$ cat config.mk
export PLATFORM = sky130hd
export DESIGN_NAME = mouse_pkt_queue
export DESIGN_NICKNAME = d
export VERILOG_FILES = /design/src/rtl/mouse_pkt_queue.sv
export SDC_FILE = /design/constraint.sdc
export NUM_CORES = 2
export LEC_CHECK = 0
export BUFFER_PORTS_ARGS = -buffer_cell sky130_fd_sc_hd__buf_2
export CAP_MARGIN = 20
export CORE_MARGIN = 5
export CORE_UTILIZATION = 40
export CTS_CLUSTER_DIAMETER = 80
export CTS_CLUSTER_SIZE = 20
export DETAILED_ROUTE_END_ITERATION = 8
export PLACE_DENSITY = 0.63
export SLEW_MARGIN = 20
export SYNTH_ARGS = -nofsm -noshare
export SYNTH_HDL_FRONTEND = slang
export SYNTH_SLANG_ARGS = --single-unit
export TNS_END_PERCENT = 20
$ cat constraint.sdc
create_clock -name clk -period 15.5 [get_ports clk]
set_input_delay 0.775 -clock clk [delete_from_list [all_inputs] [get_ports clk]]
set_output_delay 0.775 -clock clk [all_outputs]
set_load 0.03 [all_outputs]
$ cat src/rtl/mouse_pkt_queue.sv
module mouse_pkt_queue #(
  parameter int DEPTH  = 256,
  parameter int MOVE_W = 16
) (
  input  logic                     clk,
  input  logic                     rst_n,
  input  logic                     clr,
  input  logic                     evt_valid,
  input  logic                     btn_left,
  input  logic                     btn_mid,
  input  logic                     btn_right,
  input  logic signed [MOVE_W-1:0] move_x,
  input  logic signed [MOVE_W-1:0] move_y,
  input  logic                     rd_en,
  output logic [7:0]               rd_data,
  output logic                     data_avail
);
  localparam int AW      = $clog2(DEPTH);
  localparam int CW      = AW + 1;
  localparam int PKT_LEN = 5;
  localparam int IW      = 3;

  function automatic logic [7:0] sat8(input logic signed [MOVE_W:0] v);
    if (v > 127)       return 8'h7F;
    else if (v < -127) return 8'h81;
    else               return v[7:0];
  endfunction

  logic [7:0]    mem [DEPTH];
  logic [AW-1:0] wptr, rptr;
  logic [CW-1:0] count;
  logic          busy, held_v;
  logic [IW-1:0] idx;
  logic [23:0]   cur_pkt, held_pkt, new_pkt;
  logic [7:0]    wr_byte;
  logic          push, pop, finishing;
  logic signed [MOVE_W:0] x_ext, y_neg;

  assign x_ext   = {move_x[MOVE_W-1], move_x};
  assign y_neg   = -{move_y[MOVE_W-1], move_y};
  assign new_pkt = {1'b1, 4'b0000, ~btn_left, ~btn_mid, ~btn_right, sat8(x_ext), sat8(y_neg)};

  always_comb begin
    case (idx)
      3'd0:    wr_byte = cur_pkt[23:16];
      3'd1:    wr_byte = cur_pkt[15:8];
      3'd2:    wr_byte = cur_pkt[7:0];
      default: wr_byte = 8'h00;
    endcase
  end

  assign push       = busy && (count != CW'(DEPTH));
  assign pop        = rd_en && (count != '0);
  assign finishing  = !busy || (idx == IW'(PKT_LEN - 1));
  assign data_avail = (count != '0);
  assign rd_data    = data_avail ? mem[rptr] : 8'h00;

  always_ff @(posedge clk) begin
    if (push && !clr) mem[wptr] <= wr_byte;
  end

  always_ff @(posedge clk or negedge rst_n) begin
    if (!rst_n) begin
      wptr     <= '0;
      rptr     <= '0;
      count    <= '0;
      busy     <= 1'b0;
      held_v   <= 1'b0;
      idx      <= '0;
      cur_pkt  <= '0;
      held_pkt <= '0;
    end else if (clr) begin
      wptr   <= '0;
      rptr   <= '0;
      count  <= '0;
      busy   <= 1'b0;
      held_v <= 1'b0;
      idx    <= '0;
    end else begin
      if (push) wptr <= (wptr == AW'(DEPTH - 1)) ? '0 : wptr + 1'b1;
      if (pop)  rptr <= (rptr == AW'(DEPTH - 1)) ? '0 : rptr + 1'b1;
      count <= count + CW'(push) - CW'(pop);
      if (finishing) begin
        idx <= '0;
        if (held_v) begin
          cur_pkt <= held_pkt;
          busy    <= 1'b1;
          held_v  <= evt_valid;
          if (evt_valid) held_pkt <= new_pkt;
        end else if (evt_valid) begin
          cur_pkt <= new_pkt;
          busy    <= 1'b1;
        end else begin
          busy <= 1'b0;
        end
      end else begin
        idx <= idx + 1'b1;
        if (evt_valid) begin
          held_pkt <= new_pkt;
          held_v   <= 1'b1;
        end
      end
    end
  end
endmodule

=== Yosys cells after proc, flatten, opt, wreduce, memory -nomap -nowiden ===
Memory sizes are Yosys's and may differ from the RTL's.
Cells that the tools add are included.

* Register bits after elaboration: 78
* Latch bits: 0
* Memory bits (writable): 2048
* Memory bits (read-only): 0
* Input port bits: 40
* Output and inout port bits: 9
* Word-level logic and storage cells: 75
* Memories kept: 1

{| class="wikitable"
|+ Memories
! memory !! words !! bits a word !! rd ports !! clocked after Yosys merged registers in !! wr ports !! line !! RTL
|-
| mem || 256 || 8 || 1 || 0 || 1 || 29 || <nowiki>logic [7:0] mem [DEPTH];</nowiki>
|}

* Add/subtract/negate cells: 6
* $mul: 0
* Div/mod/pow operators: 0
* Order comparisons: 4
* Eq/ne operators: 7
* Shifts and indexed selects: 0
* Muxes and demuxes: 30
* Bitwise gates (word level): 4
* Reduce and logical (&&, ||, !) cells: 15

{| class="wikitable"
|+ Operators by type and width
! cell !! number
|-
| 24-bit two-way mux || 5
|-
| 8-bit two-way mux || 11
|-
| 8-bit case mux with 3 select lines || 1
|-
| 17-bit by 8-bit > comparator with 1-bit output, second input constant || 1
|-
| 17-bit by 8-bit < comparator with 1-bit output, second input constant || 1
|-
| 17-bit negator || 1
|-
| 8-bit by 1-bit adder with 8-bit output, second input constant || 2
|-
| 8-bit equality test, second input constant || 2
|-
| 16-bit by 8-bit > comparator with 1-bit output, second input constant || 1
|-
| 16-bit by 8-bit < comparator with 1-bit output, second input constant || 1
|-
| 1-bit two-way mux || 10
|-
| 9-bit by 1-bit adder with 9-bit output || 1
|-
| 9-bit two-way mux || 1
|-
| 9-bit inequality test, second input constant || 1
|-
| 9-bit nonzero test || 1
|-
| 9-bit by 1-bit subtractor with 9-bit output || 1
|-
| 2-bit nonzero test || 4
|-
| 3-bit two-way mux || 2
|-
| 1-bit inverter || 4
|-
| 3-bit by 1-bit adder with 3-bit output, second input constant || 1
|-
| 3-bit by 1-bit equality test with 1-bit output, second input constant || 1
|-
| 3-bit by 2-bit equality test with 1-bit output, second input constant || 1
|-
| 3-bit equality test, second input constant || 1
|-
| 1-bit logical AND || 3
|-
| 7 further kinds || 8
|}

=== Depth between registers and ports, before layout ===
* Word-level depth: 7
* Mapped depth: 20
* Mapped depth without buffers: 20

=== Worst setup path before layout ===
No wires, ideal clock.

* Kind: register -> register
* Start: register idx[0]
* End: memory mem[0][3] (data pin)
* Setup time: 0.865 ns
* Arrival time: 4.235 ns
* Required time: 14.635 ns
* Slack: 10.400 ns
* Cell stages (with the launch flop): 6
* Path buffers: 1
* Clock period less this slack: 5.100 ns
* Cells stage by stage: dfrtp_1 inv_1 ha_1 nor2b_1 clkbuf_1 a22o_1

* Longest elaborated chain between the ends: 2
* Elaborated cells between the ends (all ways): 4
* Classes of those cells: eq/ne (2); mux (1); reduce/logical (1)

{| class="wikitable"
|+ Ends and longest elaborated chain
! element !! line !! RTL
|-
| from (decl) || 33 || <nowiki>logic [IW-1:0] idx;</nowiki>
|-
| from (signal assigned) || 97 || <nowiki>idx <= idx + 1'b1;</nowiki>
|-
| 3-bit by 2-bit equality test with 1-bit output, or another cell as far along || 44 || <nowiki>case (idx)</nowiki>
|-
| 8-bit case mux with 3 select lines (*) || 44 ||
|-
| via wr_byte[3] || 35 || <nowiki>logic [7:0] wr_byte;</nowiki>
|-
| to (decl) || 29 ||
|}

The timed path passes the listed nets; every way through them passes the cells marked *.

=== Worst setup path after layout ===
* Start: register rptr[0]
* End: output port rd_data[5]

* Longest elaborated chain between the ends: 2

{| class="wikitable"
|+ Ends and longest elaborated chain
! element !! line !! RTL
|-
| from (decl) || 30 || <nowiki>logic [AW-1:0] wptr, rptr;</nowiki>
|-
| from (signal assigned) || 81 || <nowiki>if (pop) rptr <= (rptr == AW'(DEPTH - 1)) ? '0 : rptr + 1'b1;</nowiki>
|-
| memory 256 x 8 bit || -- ||
|-
| 8-bit two-way mux || 56 || <nowiki>assign rd_data = data_avail ? mem[rptr] : 8'h00;</nowiki>
|-
| to (decl) || 15 || <nowiki>output logic [7:0] rd_data,</nowiki>
|}

No other way between the ends.

==> flow_summary.toml <==
[logic_synthesis]
synth_common_cells = "edfxtp_1, mux4_2, nor2_1"
synth_nets = 4391
seq_area_frac_synth_pct = 75.3
synth_edf_count = 2048
syn_area_sq_um = 84000
post_synth_inst_count = 4327
ys.flop_type = "edfxtp_1"
postSynthAreaPerCell_sq_um = 19.4
synthArstFlopShare_pct = 3.31
ys_top_cells_by_area = "edfxtp_1, mux4_2, mux2i_1, dfrtp_1, nor2_1"
synth_top_cell_by_area = "edfxtp_1"
synth_cell_types = 90
yosysMostFrequentCell = "edfxtp_1"
synth-seq-cells = 2118
yosys_warnings = 0
yosysTopAreaCellShare_pct = 73.2

[final_layout]
multiInputGateArea_sq_um = 19400
regArea_sq_um = 63300
n_fill_cell = 18000
area_delta_synth_final_pct = 7.80
nNetsFinal = 4383
drive_above_1_share_pct = 17.3

[die]
core_sq_um = 209000
rows = 168
die_w_um = 468
pin_count = 49
die_area_sq_um = 219000
initial_core_util_pct = 40.1
die_y_um = 468

[sta]
min_period_over_period_pct = 49.2
max_freq_mhz = 131
slew_violations = 0
worst_hold_slack_ns = 0.0201
fin_skew_ns = 0.0363
tns_ns = 0
hold_viol_final = 0
setup_viol = 0
tightest_slew_ns = 1.24
worst_slack_ns = 7.87
rsz0062_at_grt = "false"
worst_slew_margin_rel_pct = 17.1
fin_crit_ns = 7.63

[placement]
gp_congestion = 0.850
dp_hpwl_um = 128000
io_buffers = 48
place_ws_ns = 8.80

[pwr]
p_leak_nw = 27.3
ir_worst_vdd_uv = 96.7
p_per_area_nw_per_um2 = 125

[global_routing]
grt.total_usage_pct = 19.3
grt_max_degree = 221
grt_pass1_vias = 41800
overflow = 0
antenna_found_initial = 4
grt_pass1_wl_um = 309000

[clock_tree]
root_buffer = "clkbuf_16"
clock-sinks = 2118
postCtsSetupBuffers = 0
insertion_delay_ns = 0.79
cts_buffers = 118
path_clk_slew_ns = 0.08
cts_tree = "done"
cts_hold_buf = 0
htreeDepth = 3
cts_buffer_depth = 3
cts.repair.resized = 0

[setup_path]
crit_chain = "buf_12, buf_12, buf_4, mux4_2, o22ai_1, a21oi_1, a2111oi_0, o41ai_1, buf_4, buf_2"
path_class = "register to output pin"
crit_required_ns = 14.73
max_stage_delay_ns = 1.03
crit_fanout = 102
critPathBufInv = 5
arrival_ns = 6.85
slowest_stage = "a2111oi_0"
critPathCaptureType = "output pin"
crit_path_start = "rptr[0]$_DFFE_PN0P_"
critPathTopFamily = "buffers and inverters"
r2r-start = "count[2]$_DFF_PN0_"
startpoint_type = "register"

[outcome]
status = "completed"

[drt]
wirelength_um = 215000
dr.first_iter.drc_count = 5109
drc = 0
via_per_inst = 5.93
drt-pass1-iter-count = 6
routedWlPerCell_um = 30.0
drtAntennaViolNets = 0
vias = 42500

[min_path]
hp-class = "primary input to asynchronous set/reset pin"

[job]
maxCapViolCount = 0
-- flip-flops by register name, summed over array words and instances, names as in the netlist --
register	flops
mem	2048
cur_pkt	20
held_pkt	20
count	9
rptr	8
wptr	8
idx	3
busy	1
held_v	1
-- routing by layer --
layer / GRT usage (%) / wire, um / vias to the layer above
li1: - / - / 17600
met1: 27.2 / 86300 / 22700
met2: 30.9 / 103000 / 1912
met3: 3.05 / 17700 / 350
met4: 6.85 / 8440 / 4
met5: 0 / 26 / -
-- kinds of logic after synthesis --
| kind of cell | Yosys count | synth area share, % |
|---|---|---|
| multiplexers | 684 | 14.6 |
| XOR/XNOR | 15 | 0.156 |
| AO/OA/AOI/OAI | 494 | 4.07 |
| AND/OR/NAND/NOR | 708 | 3.67 |
| buffers and inverters | 284 | 1.82 |
| flip-flops | 2118 | 75.3 |
| adder cells (fa/ha/maj) | 24 | 0.366 |
-- through the flow --
stage	total power [mW]	util [%]	instances	cell area, sq um
floorplan	7.79	-	4327	84000
global route	11.7	43.3	7173	90600
finish	11.3	43.3	7177	90600
CTS	11.4	43.2	7170	90500
global placement	8.21	41.6	7002	87200
detailed placement	8.23	41.6	7002	87200
-- power by group --
group	switching, mW	leakage (nW)	internal, mW	total (mW)
Clock	1.79	1.61	1.44	3.24
Combinational	0.982	6.16	0.612	1.59
Sequential	0.0450	19.6	6.45	6.49
Total	2.82	27.3	8.51	11.3
-- layout make-up --
class | count | share of cell area, %
flip-flops and latches | 2118 | 69.9
inverters | 31 | 0.134
diodes | 5 | 0.0138
multi-input cells | 1925 | 21.4
clock inverters | 14 | 0.240
well taps | 2805 | 3.87
repair buffers | 125 | 1.05
clock buffers | 154 | 3.43
-- cells in the final DEF (no fill, tap or decap), drive strengths merged, types with 49 or more instances in the layout --
master	count
dfrtp	70
buf	125
o21ai	103
nor2	358
a22oi	49
a21oi	99
mux4	433
clkbuf	154
a221oi	63
mux2i	232
nand2	164
edfxtp	2048
-- worst register-to-register path: cells and delay by family, from the launching register on --
family	cells	cell delay [ns]
and+or+nand+nor	4	3.07
AOI/OAI and AO/OA	1	0.51
DFF	1	0.37
buffers and inverters	2	0.32
adders and majority gates	1	0.19
-- final timing paths --
check                                                end  slack (ns)  depth (start not counted)
worst max-delay path                          rd_data[5]        7.87                         10
worst min-delay path            held_pkt[15]$_DFFE_PN0P_        0.02                          1
worst max register to register     mem[207][3]$_DFFE_PP_       10.67                          8
worst min register to register  held_pkt[23]$_DFFE_PN0P_        0.46                          2
max in group asynchronous            rptr[2]$_DFFE_PN0P_       14.93                          1
min in group clk                held_pkt[16]$_DFFE_PN0P_        0.19                          2
Power figures use the tool's default switching activity.
